===== src/rtl/stop_wake_pkg.sv =====
package stop_wake_pkg;

  typedef enum logic [1:0] {
    ST_RUN     = 2'd0,
    ST_STOP    = 2'd1,
    ST_RECOVER = 2'd2,
    ST_LIMP    = 2'd3
  } phase_t;

  // exit style captured at stop entry
  typedef struct packed {
    logic pseudo;
    logic dly;
    logic limpOff;
  } exit_mode_t;

  // control -> datapath strobes
  typedef struct packed {
    logic cntClr;
    logic modeLoad;
    logic tickEn;
  } dp_strobe_t;

endpackage


===== src/rtl/stop_wake_dp.sv =====
module stop_wake_dp
  import stop_wake_pkg::*;
#(
  parameter int CNT_W = 12
) (
  input  logic       clk,
  input  logic       arstN,
  input  dp_strobe_t strb,
  input  exit_mode_t cfgIn,
  output exit_mode_t mode,
  output logic       cntFull,
  output logic       tick
);

  localparam logic [CNT_W-1:0] CNT_MAX = '1;

  logic [CNT_W-1:0] cnt;

  // prescaler: free-running, doubles as recovery timer
  always_ff @(posedge clk or negedge arstN) begin
    if (!arstN)           cnt <= '0;
    else if (strb.cntClr) cnt <= '0;
    else                  cnt <= cnt + 1'b1;
  end

  always_ff @(posedge clk or negedge arstN) begin
    if (!arstN)             mode <= '0;
    else if (strb.modeLoad) mode <= cfgIn;
  end

  assign cntFull = (cnt == CNT_MAX);
  assign tick    = cntFull & strb.tickEn;

endmodule


===== src/rtl/stop_wake_ctrl.sv =====
module stop_wake_ctrl
  import stop_wake_pkg::*;
(
  input  logic       clk,
  input  logic       arstN,
  input  logic       stopReq,
  input  logic       wakeIrq,
  input  logic       wakeEn,
  input  logic       cntFull,
  input  exit_mode_t mode,
  output dp_strobe_t strb,
  output logic       oscEn,
  output logic       stopInd,
  output logic       clkSel
);

  phase_t phase, phaseNext;
  logic   wakeHit;

  assign wakeHit = wakeIrq & wakeEn;

  always_ff @(posedge clk or negedge arstN) begin
    if (!arstN) phase <= ST_RUN;
    else        phase <= phaseNext;
  end

  always_comb begin
    phaseNext = phase;
    strb      = '0;
    unique case (phase)
      ST_RUN: begin
        strb.tickEn = 1'b1;
        // a coincident tick changes nothing: entry wins, counter clears
        if (stopReq) begin
          phaseNext     = ST_STOP;
          strb.cntClr   = 1'b1;
          strb.modeLoad = 1'b1;
        end
      end
      ST_STOP: begin
        strb.cntClr = 1'b1;
        if (wakeHit) begin
          if (mode.pseudo)        phaseNext = ST_RUN;
          else if (mode.dly)      phaseNext = ST_RECOVER;
          else if (!mode.limpOff) phaseNext = ST_LIMP;
          else                    phaseNext = ST_RUN;
        end
      end
      ST_RECOVER: if (cntFull) phaseNext = ST_RUN;
      ST_LIMP:    if (cntFull) phaseNext = ST_RUN;
      default:    phaseNext = ST_RUN;
    endcase
  end

  // both stop-related outputs decode the same state register
  assign oscEn   = (phase != ST_STOP) | mode.pseudo;
  assign stopInd = (phase == ST_STOP) | (phase == ST_RECOVER);
  assign clkSel  = (phase == ST_LIMP);

endmodule


===== src/rtl/stop_wake.sv =====
module stop_wake
  import stop_wake_pkg::*;
#(
  parameter int CNT_W = 12
) (
  input  logic clk,
  input  logic rstN,
  input  logic porN,
  input  logic stopReq,
  input  logic wakeIrq,
  input  logic wakeEn,
  input  logic dlyEn,
  input  logic pseudoStop,
  input  logic limpOff,
  output logic oscEn,
  output logic stopInd,
  output logic clkSel,
  output logic tick
);

  logic       arstN;
  dp_strobe_t strb;
  exit_mode_t mode;
  exit_mode_t cfgIn;
  logic       cntFull;

  assign arstN = rstN & porN;
  assign cfgIn = '{pseudo: pseudoStop, dly: dlyEn, limpOff: limpOff};

  stop_wake_ctrl uCtrl (
    .clk     (clk),
    .arstN   (arstN),
    .stopReq (stopReq),
    .wakeIrq (wakeIrq),
    .wakeEn  (wakeEn),
    .cntFull (cntFull),
    .mode    (mode),
    .strb    (strb),
    .oscEn   (oscEn),
    .stopInd (stopInd),
    .clkSel  (clkSel)
  );

  stop_wake_dp #(.CNT_W(CNT_W)) uDp (
    .clk     (clk),
    .arstN   (arstN),
    .strb    (strb),
    .cfgIn   (cfgIn),
    .mode    (mode),
    .cntFull (cntFull),
    .tick    (tick)
  );

endmodule


===== config.mk =====
export PLATFORM = sky130hd
export DESIGN_NAME = stop_wake
export DESIGN_NICKNAME = d
export VERILOG_FILES = /design/src/rtl/stop_wake_pkg.sv /design/src/rtl/stop_wake_dp.sv /design/src/rtl/stop_wake_ctrl.sv /design/src/rtl/stop_wake.sv
export SDC_FILE = /design/constraint.sdc
export NUM_CORES = 1
export LEC_CHECK = 0
export ABC_CLOCK_PERIOD_IN_PS = 1900
export BUFFER_PORTS_ARGS = -buffer_cell sky130_fd_sc_hd__buf_2
export CAP_MARGIN = 20
export CORE_AREA = 2 2 64 66
export CTS_CLUSTER_DIAMETER = 80
export CTS_CLUSTER_SIZE = 24
export DETAILED_ROUTE_END_ITERATION = 7
export DIE_AREA = 0 0 66 68
export PLACE_DENSITY_LB_ADDON = 0.2
export SLEW_MARGIN = 20
export SYNTH_ARGS = -nofsm -noshare
export SYNTH_HDL_FRONTEND = slang
export SYNTH_HIERARCHICAL = 1
export SYNTH_SLANG_ARGS = --single-unit

===== constraint.sdc =====
create_clock -name clk -period 1.9 [get_ports clk]
set_input_delay 0.19 -clock clk [delete_from_list [all_inputs] [get_ports clk]]
set_output_delay 0.19 -clock clk [all_outputs]
set_load 0.02 [all_outputs]

==> metrics.md, run 1 <==
| Metric | Value |
|---|---|
| Syn Area/Cell | 10.5 µm² |
| Area grow syn2layout | 30.8% |
| Number of global-route vias before repair | 816 |
| Sequential area share after synthesis | 46.5% |
| Commonest cells after routing, fill and taps aside | dfrtp_1 (17), buf_2 (12), buf_4 (9) |
| DIE WIDTH | 66 µm |
| Mux cell area share after synthesis | 6.02% |
| Crit. Startpoint | uDp/cnt[1] |
| Routed Antenna Nets | 0 |
| IO Port Bufs | 12 |
| Final WL | 1.97 mm |
| CP cell instances | ha_2 -> nand3_4 -> nor4_4 -> o21ba_1 -> a221oi_2 -> mux2_1 |
| Post-Syn Instances | 87 |
| Slowest cell on the critical path | dfrtp_1 |
| Fin Clk Skew | 0.00383 ns |
| Final hold violation count | 0 |
| Multi-input gate area | about 500 µm² |
| Core box area | 3860 µm² |
| Hold path start | pseudoStop |
| R2r startpoint | uDp/cnt[1] |
| Status | finished clean |
| Top-level I/O count | 13 |
| RSZ-0062 raised after global routing | yes |
| Fillcell total | 440 |
| Clk Latency, worst-skew pair | between 0.2 and 0.3 ns |
| Peak VDD IR | approximately 0.55 mV |
| Compound-cell area share of the yosys netlist | 12.0% |
| Lkg Pwr | 0.522 nW |
| Antenna Diode Count | 0 |
| Yosys warns | 6 |
| HP Class | input pin to register |
| Vias | ~740 |
| Power per cell area | 1130 nW/µm² |
| Simple-Gate Fraction of Synth Area | 21.9% |
| Num rows | 23 |
| 1st-pass router iterations | 4 |
| Synth Cell Area | 915 µm² |
| Fraction of layout cells with a size suffix above 1 | 31.9% |
| R2R Setup Slk | ~0.042 ns |
| Area of all sequential standard cells | 425 µm² |
| Initial Util | 23.7% |
| Die area | between 4000 and 5000 µm² |
| First DRT Iteration DRCs | 35 |
| Vias per cell | about 4.5 |
| Slew headroom | 71.0% |
| Worst Path Required | 2.03 ns |
| Syn_nets | 102 |
| CTS tree | yes |
| # DRC | 0 |
| Period utilisation layout | 97.8% |
| Crit end category | register |
| Commonest non-fill, non-tap cell in the layout | dfrtp_1 |
| Distinct cells, synth | 30 |
| Overall routing resource usage | a little over a tenth |
| Detail Placement HPWL | 1.39 mm |
| H-tree lvl count | 1 |
| Post-Synth Adder-Cell Area | 8.21% |
| Final setup fails | 0 |
| Post-synthesis register bit count | 17 |
| Worst slew pin tran | 0.435 ns |
| Final net count | 129 |
| DIE HEIGHT | around 68 µm |
| Fmax | about 540 MHz |
| Dpl ws | -0.0219 ns |
| XOR/XNOR share of the synthesized area | 2.87% |
| CTS clk-pin slew, worst paths | 0.06 ns |
| Setup_tns | 0 ns |
| Slew Viols, Final | 0 |
| Power after layout | between 1 and 1.5 mW |
| Maxcap violations | 0 |
| CP startpoint kind | register |
| Worst Path Class, Setup | register to register |
| Largest family of logic cells by synthesized area | simple AND/OR/NAND/NOR gates |
| Tmin final | 1.86 ns |
| Wire length per cell | 12.1 µm |
| Clk sinks | 17 |
| RePlAce Congestion | approximately 0.89 |
| Maximum number of pins on one net before global-route repair | 18 |
| First-pass GRT wire length | 3.59 mm |
| Maximum buffer depth of the clock tree | 2 |
| Critical path's largest stage delay | 0.37 ns |
| Critical Path AT | 1.99 ns |
| Initial antenna violation count | 0 |
| Num CTS Buffers | 3 |
| Root Driver | clkbuf_8 |
| Worst Path Max Fanout | 2 |
| Final worst setup slack | 0.0423 ns |
| Gr ovfl total | 0 |
state kept, by name (all words and copies together), names as in the netlist:
name / flops
uCtrl/phase: 2
uDp/cnt: 12
uDp/mode: 3
report_power, final:
group / total [mW] / leakage (nW) / switching, mW / internal (mW)
clock network: 0.269 / 0.0228 / 0.121 / 0.149
registers: 0.505 / 0.227 / 0.0624 / 0.443
logic: 0.573 / 0.272 / 0.312 / 0.261
synthesized netlist by cell type:
cell type  number  area [µm²]
o21ai_0         3        15.0
nand4_1         1        6.26
a21oi_1         8        40.0
or3_1           1        6.26
nand4_2         1        12.5
mux2_1          1        11.3
nor2b_1         2        12.5
clkbuf_1        1        3.75
clkinv_1        1        3.75
or4_1           4        30.0
or2_1           1        6.26
a221oi_2        1        15.0
o21ba_1         1        10.0
nor2_1          4        15.0
nand2_1         4        15.0
nand3_1         3        15.0
nand2b_1        1        6.26
dfrtp_1        17         425
nand3_2         2        20.0
or3_2           2        15.0
mux2i_1         1        10.0
o31ai_1         4        30.0
and2_1          3        18.8
ha_1            6        75.1
mux2_2          3        33.8
nor4_1          1        6.26
inv_1           4        15.0
xnor2_1         1        8.76
nor3_1          3        15.0
xor2_1          2        17.5
worst max-delay path, delay by kind of cell (launching register included):
kind,cells,cell delay (ns)
AO/OA/AOI/OAI,2,0.41
AND/OR/NAND/NOR,2,0.41
multiplexers,1,0.34
adder cells (fa/ha/maj),1,0.21
flip-flops,1,0.37
what timing repair did:
item,4_1_cts,5_1_grt
cloned,0,0
hold buffers,2,0
endpoints found under the hold margin,17,0
pin swaps,0,2
setup buffers,0,1
resized for setup,1,4
endpoints found under the setup margin,1,2
final timing paths:
kind	endpoint	cells past startpoint
hold / removal	uDp/mode[2]	2
setup / recovery	uCtrl/phase[1]	6
max in group asynchronous	uCtrl/phase[1]	5
min in group asynchronous	uDp/cnt[5]	4
hold reg to reg	uDp/mode[2]	1
setup reg to reg	uCtrl/phase[1]	6
metrics by stage:
stage | area [µm²] | instances | hold slack [ns] | util, %
floorplan | 915 | 87 | 0.215 | -
detailed placement | 1090 | 156 | 0.259 | 28.4
finish | 1200 | 163 | 0.174 | 31.0
global route | 1200 | 163 | 0.170 | 31.0
global placement | 1090 | 156 | 0.258 | 28.4
CTS | 1160 | 162 | 0.165 | 30.2
final cells by class:
class / count / share of cell area [%]
clock buffer: 4 / 3.77
inverter: 5 / 1.57
multi-input combinational: 64 / 41.5
sequential: 17 / 35.6
tap: 50 / 5.23
timing repair buffer: 23 / 12.3
cell families after synthesis:
| group | Yosys count |
|---|---|
| simple gates | 33 |
| compound gates | 17 |
| flops | 17 |
| buf+inv | 6 |
| fa+ha+maj | 6 |
| mux | 5 |
| xor+xnor | 3 |
per-layer routing:
| layer | global-route usage [%] | routed length [µm] |
|---|---|---|
| met2 | 18.9 | 1000 |
| met1 | 12.4 | 864 |
| met4 | 3.06 | 14 |
| met3 | 2.96 | 90 |
| met5 | 0 | 0 |
Note: power is estimated with default switching activity, not from simulation.
==> inputs of run 2 (changes only) <==
- CORE_AREA: 2 2 64 66 -> 2 2 53 80
- DIE_AREA: 0 0 66 68 -> 0 0 55 82
==> run 2 against run 1 <==
- final cell count shrank 2.5%
- core utilization grew 0.86 points
- die area grew 0.49%
- first-iteration DRC count shrank 69%
- sequential cell count is the same
- fmax grew 1.2%
- global-route usage grew 0.11 points
- clock skew grew 0.0013 ns
- sequential power grew 2%
- critical endpoint unchanged
- largest cell class unchanged
- highest routed layer unchanged
==> metrics.md, run 2 (same netlist as run 1, synthesis figures left out) <==
| Metric | Value |
|---|---|
| Status | finished clean (unchanged) |
| HP Class | input pin to register (unchanged) |
| Crit end category | register (unchanged) |
| Wire length per cell | 12.6 µm (was 12.1 µm) |
| Worst Hold Endpoint | uDp/mode[2] (unchanged) |
| Initial antenna violation count | 0 (unchanged) |
| Final hold violation count | 0 (unchanged) |
| Multi-input gate area | 528 µm² (was 497 µm²) |
| Core box area | 3850 µm² (was 3860 µm²) |
| Commonest cells after routing, fill and taps aside | dfrtp_1 (17), buf_2 (12), buf_4 (10) (was dfrtp_1 (17), buf_2 (12), buf_4 (9)) |
| Antenna Diode Count | 0 (unchanged) |
| Num rows | 28 (was 23) |
| First-pass GRT wire length | 3.44 mm (was 3.59 mm) |
| Slew headroom | 70.5% (was 71.0%) |
| Maximum number of pins on one net before global-route repair | 18 (unchanged) |
| First DRT Iteration DRCs | 11 (was 35) |
| Lkg Pwr | 0.532 nW (was 0.522 nW) |
| Root Driver | clkbuf_8 (unchanged) |
| Setup_tns | 0 ns (unchanged) |
| Clk Latency, worst-skew pair | 0.25 ns (about the same) |
| Critical Path AT | 1.98 ns (was 1.99 ns) |
| CTS clk-pin slew, worst paths | 0.07 ns (was 0.06 ns) |
| Power per cell area | 1160 nW/µm² (was 1130 nW/µm²) |
| Fin Clk Skew | 0.00511 ns (was 0.00383 ns) |
| Worst R2R End | uCtrl/phase[1] (unchanged) |
| Vias per cell | 4.67 (was 4.52) |
| Final net count | 130 (was 129) |
| Area of all sequential standard cells | 425 µm² (unchanged) |
| Power after layout | 1.43 mW (was 1.35 mW) |
| Maximum buffer depth of the clock tree | 2 (unchanged) |
| R2R cell count | 6 (unchanged) |
| 1st-pass router iterations | 4 (unchanged) |
| Detail Placement HPWL | 1.54 mm (was 1.39 mm) |
| R2r startpoint | uDp/cnt[1] (unchanged) |
| Vias | 743 (was 737) |
| Die area | 4510 µm² (was 4490 µm²) |
| Maxcap violations | 0 (unchanged) |
| Number of global-route vias before repair | 804 (was 816) |
| Largest registers | uDp/cnt: 12 flops, uDp/mode: 3 flops, uCtrl/phase: 2 flops (unchanged) |
| Max reg flops | 12 (unchanged) |
| Fraction of layout cells with a size suffix above 1 | 34.2% (was 31.9%) |
| Final setup fails | 0 (unchanged) |
| Gr ovfl total | 0 (unchanged) |
| CP startpoint kind | register (unchanged) |
| Period utilisation layout | 96.6% (was 97.8%) |
| Reg with most FFs | uDp/cnt (unchanged) |
| Fillcell total | 415 (was 440) |
| Post-DP Area | 1090 µm² (about the same) |
| RePlAce Congestion | 0.699 (was 0.895) |
| Worst Path Max Fanout | 2 (unchanged) |
| DIE HEIGHT | 82 µm (was 68 µm) |
| RSZ-0062 raised after global routing | yes (unchanged) |
| Worst Path Required | 2.04 ns (was 2.03 ns) |
| # DRC | 0 (unchanged) |
| Clk sinks | 17 (unchanged) |
| Peak VDD IR | 0.725 mV (was 0.550 mV) |
| Initial Util | 23.7% (about the same) |
| Dpl cells | 151 (was 156) |
| IO Port Bufs | 12 (unchanged) |
| Slew Viols, Final | 0 (unchanged) |
| Fmax | 545 MHz (was 538 MHz) |
| Routed Antenna Nets | 0 (unchanged) |
| Hold path start | pseudoStop (unchanged) |
| CTS tree | yes (unchanged) |
| Final WL | 2.00 mm (was 1.97 mm) |
| DIE WIDTH | 55 µm (was 66 µm) |
| Final Util | 31.9% (was 31.0%) |
| H-tree lvl count | 1 (unchanged) |
| Tmin final | 1.84 ns (was 1.86 ns) |
| Fin area | 1230 µm² (was 1200 µm²) |
| Worst slew pin tran | 0.442 ns (was 0.435 ns) |
| Top-level I/O count | 13 (unchanged) |
| Overall routing resource usage | 10.7% (was 10.6%) |
| R2R Setup Slk | 0.06 ns (was 0.04 ns) |
| Num CTS Buffers | 3 (unchanged) |
| Worst Hold Depth | 2 (unchanged) |
| Post-route insts no fill | 159 (was 163) |
| Commonest non-fill, non-tap cell in the layout | dfrtp_1 (unchanged) |
| Worst Path Class, Setup | register to register (unchanged) |
| Area grow syn2layout | 34.3% (was 30.8%) |
-- run 2: cell types whose count changed in the layout (fill, tap and decap cells not counted), sizes merged --
cell | previous run | this run
buf | 21 | 22
-- run 2: area by class of cell --
class	instances	area share, %
multi-input cells	64	43.0
inverters	5	1.53
flip-flops and latches	17	34.6
well taps	45	4.58
repair buffers	24	12.6
clock buffers	4	3.67
-- run 2: metal layers --
layer / up-vias / track usage (%) / part of all wire, %
li1: 366 / - / -
met1: 359 / 9.93 / 36
met2: 14 / 20.0 / 59
met3: 4 / 1.64 / 2.9
met4: 0 / 7.32 / 1.9
met5: - / 0 / 0
-- run 2: power breakdown --
group	total [mW]	internal, mW	switching (mW)	leakage (nW)
sequential	0.517	0.443	0.0749	0.227
clock	0.269	0.149	0.120	0.0228
combinational	0.643	0.309	0.334	0.282
total	1.43	0.900	0.529	0.532
-- run 2: metrics by stage --
stage / hold WS [ns] / setup slack, ns
2_1_floorplan: 0.215 / 0.0690
3_3_place_gp: 0.257 / 0.111
3_5_place_dp: 0.259 / -0.0102
4_1_cts: 0.166 / 0.0351
5_1_grt: 0.174 / -0.0276
6_report: 0.171 / 0.0638
-- run 2: what timing repair did --
action	in CTS	in global routing
setup endpoints to repair	1	2
pin swaps	0	2
endpoints found under the hold margin	17	0
setup buffers	0	2
gates resized for setup	1	8
hold buffers	2	0
-- run 2: worst max-delay path by stage --
| stage | slack, ns | cells past startpoint | to | startpoint |
|---|---|---|---|---|
| final | 0.06 | 6 | uCtrl/phase[1] | uDp/cnt[1] |
| after global routing | -0.03 | 6 | uCtrl/phase[1] | uDp/cnt[1] |
| after CTS | 0.04 | 6 | uCtrl/phase[1] | uDp/cnt[0] |
| after detailed placement | -0.01 | 6 | uCtrl/phase[1] | uDp/cnt[0] |
| after global placement | 0.11 | 6 | uCtrl/phase[1] | uDp/cnt[0] |
| after floorplan | 0.07 | 6 | uCtrl/phase[1] | uDp/cnt[0] |
-- run 2: critical path, cell delays in order, from the launching register on --
cell	delay, ns
dfrtp_1	0.41
ha_4	0.17
nand3_4	0.08
nor4_4	0.31
o21ba_4	0.20
a221oi_4	0.22
mux2_4	0.32
==> inputs of run 3 (changes only) <==
- PLACE_DENSITY: not set -> 0.44
- PLACE_DENSITY_LB_ADDON: 0.2 -> not set
- SLEW_MARGIN: 20 -> not set
==> run 3 against run 2 <==
- fmax fell by 1.5%
- count of clock-buffer cells in the layout fell by 1
- largest power group unchanged
- combinational power barely moved
- final area fell by 1.3%
- sequential cell count did not move
- critical path type unchanged
- via count rose by 1.2%
- global-route usage fell by 0.86 points
- first-iteration DRC count fell by 73%
==> metrics.md, run 3 (same netlist as run 1, synthesis figures left out) <==
| Metric | Value |
|---|---|
| Period utilisation layout | 98.1% (was 96.6%) |
| DIE WIDTH | 55 µm (unchanged) |
| Worst Path Class, Setup | register to register (unchanged) |
| Slowest cell on the critical path | dfrtp_1 (unchanged) |
| WHS | 0.165 ns (was 0.171 ns) |
| CP startpoint kind | register (unchanged) |
| Commonest non-fill, non-tap cell in the layout | dfrtp_1 (unchanged) |
| Final worst setup slack | 0.0356 ns (was 0.0638 ns) |
| Gr ovfl total | 0 (unchanged) |
| Crit end category | register (unchanged) |
| H-tree lvl count | 1 (unchanged) |
| Final setup fails | 0 (unchanged) |
| Dpl cells | 152 (was 151) |
| 1st-pass router iterations | 4 (unchanged) |
| Routed Antenna Nets | 0 (unchanged) |
| Commonest cells after routing, fill and taps aside | dfrtp_1 (17), buf_2 (12), buf_4 (9) (was dfrtp_1 (17), buf_2 (12), buf_4 (10)) |
| Area grow syn2layout | 32.6% (was 34.3%) |
| Fillcell total | 423 (was 415) |
| Post-route insts no fill | 158 (was 159) |
| Hold path start | pseudoStop (unchanged) |
| Antenna Diode Count | 0 (unchanged) |
| Worst slew pin tran | 0.415 ns (was 0.442 ns) |
| Root Driver | clkbuf_8 (unchanged) |
| R2r startpoint | uDp/cnt[1] (unchanged) |
| Tmin final | 1.86 ns (was 1.84 ns) |
| Area of all sequential standard cells | 425 µm² (unchanged) |
| CTS clk-pin slew, worst paths | 0.07 ns (about the same) |
| Multi-input gate area | 518 µm² (was 528 µm²) |
| Worst Hold Endpoint | uDp/mode[2] (unchanged) |
| Reg with most FFs | uDp/cnt (unchanged) |
| Initial Util | 23.7% (unchanged) |
| Slew Viols, Final | 0 (unchanged) |
| Fmax | 536 MHz (was 545 MHz) |
| Status | finished clean (unchanged) |
| Post-DP Area | 1090 µm² (about the same) |
| Final net count | 129 (was 130) |
| R2R Setup Slk | 0.04 ns (was 0.06 ns) |
| Top-level I/O count | 13 (unchanged) |
| First DRT Iteration DRCs | 3 (was 11) |
| Final WL | 2.00 mm (about the same) |
| Final hold violation count | 0 (unchanged) |
| Clk Latency, worst-skew pair | 0.25 ns (about the same) |
| Overall routing resource usage | 9.84% (was 10.7%) |
| Setup_tns | 0 ns (unchanged) |
| Largest registers | uDp/cnt: 12 flops, uDp/mode: 3 flops, uCtrl/phase: 2 flops (unchanged) |
| Power after layout | 1.42 mW (was 1.43 mW) |
| Worst Path Required | 2.04 ns (about the same) |
| RSZ-0062 raised after global routing | yes (unchanged) |
| Maxcap violations | 0 (unchanged) |
| Clk sinks | 17 (unchanged) |
| Peak VDD IR | 0.555 mV (was 0.725 mV) |
| Vias per cell | 4.76 (was 4.67) |
| Max reg flops | 12 (unchanged) |
| Vias | 752 (was 743) |
| DIE HEIGHT | 82 µm (unchanged) |
| Initial antenna violation count | 0 (unchanged) |
| Final Util | 31.5% (was 31.9%) |
| Power per cell area | 1170 nW/µm² (was 1160 nW/µm²) |
| CTS tree | yes (unchanged) |
| # DRC | 0 (unchanged) |
| Die area | 4510 µm² (unchanged) |
| RePlAce Congestion | 0.706 (was 0.699) |
| Worst Hold Depth | 2 (unchanged) |
| Worst Path Max Fanout | 2 (unchanged) |
| Fin area | 1210 µm² (was 1230 µm²) |
| Number of global-route vias before repair | 701 (was 804) |
| First-pass GRT wire length | 3.12 mm (was 3.44 mm) |
| Critical Path AT | 2.00 ns (was 1.98 ns) |
| Wire length per cell | 12.6 µm (about the same) |
| Core box area | 3850 µm² (unchanged) |
| HP Class | input pin to register (unchanged) |
| R2R cell count | 6 (unchanged) |
| Critical path's largest stage delay | 0.38 ns (was 0.41 ns) |
| Maximum number of pins on one net before global-route repair | 18 (unchanged) |
| Slew headroom | 72.3% (was 70.5%) |
| Fraction of layout cells with a size suffix above 1 | 34.5% (was 34.2%) |
| Num CTS Buffers | 3 (unchanged) |
| Fin Clk Skew | 0.00315 ns (was 0.00511 ns) |
| Dpl ws | 0.0111 ns (was -0.0102 ns) |
| Num rows | 28 (unchanged) |
| Worst R2R End | uCtrl/phase[1] (unchanged) |
| Lkg Pwr | 0.530 nW (was 0.532 nW) |
| Detail Placement HPWL | 1.48 mm (was 1.54 mm) |
| CP cell instances | ha_2 -> nand3_4 -> nor4_4 -> o21ba_4 -> a221oi_4 -> mux2_4 (was ha_4 -> nand3_4 -> nor4_4 -> o21ba_4 -> a221oi_4 -> mux2_4) |
| Maximum buffer depth of the clock tree | 2 (unchanged) |
| IO Port Bufs | 12 (unchanged) |
[run 3: changes by cell type in the layout (fill, tap and decap cells not counted), sizes merged]
cell	change
clkbuf	-1
buf	-1
clkinv	+1
[run 3: repair_timing]
item,CTS,global route
gates resized for setup,1,7
buffers inserted,0,0
endpoints found under the hold margin,17,0
pin swaps,0,2
setup endpoints to repair,1,2
hold buffers,2,0
[run 3: layout make-up]
class | count | area share (%)
Multi-Input combinational cell | 64 | 42.7
Sequential cell | 17 | 35.1
Timing Repair Buffer | 23 | 12.2
Tap cell | 45 | 4.64
Clock buffer | 3 | 3.41
Inverter | 5 | 1.55
Clock inverter | 1 | 0.413
[run 3: how the worst max path moves through the flow]
stage / start / end / slack (ns)
6_report: uDp/cnt[1] / uCtrl/phase[1] / 0.04
5_1_grt: uDp/cnt[1] / uCtrl/phase[1] / -0.04
4_1_cts: uDp/cnt[1] / uCtrl/phase[1] / 0.06
3_5_place_dp: uDp/cnt[1] / uCtrl/phase[1] / 0.01
3_3_place_gp: uDp/cnt[1] / uCtrl/phase[1] / 0.11
2_1_floorplan: uDp/cnt[0] / uCtrl/phase[1] / 0.07
[run 3: worst max-delay path: cells and delay by family (launching register included)]
kind / cells / cell delay [ns]
AOI/OAI and AO/OA: 2 / 0.42
and+or+nand+nor: 2 / 0.41
DFF: 1 / 0.38
muxes: 1 / 0.33
adders and majority gates: 1 / 0.21
[run 3: report_power, final]
part	switching, mW	internal, mW
logic	0.343	0.300
registers	0.0611	0.442
clock network	0.130	0.146
total	0.535	0.888
[run 3: routing by layer]
layer  global-route usage [%]  part of all wire (%)  vias up
met5                        0                     0        -
met4                     5.85                   1.7        0
met3                     1.64                   2.4        4
met2                     16.8                    58       13
met1                     11.0                    38      371
li1                         -                     -      364
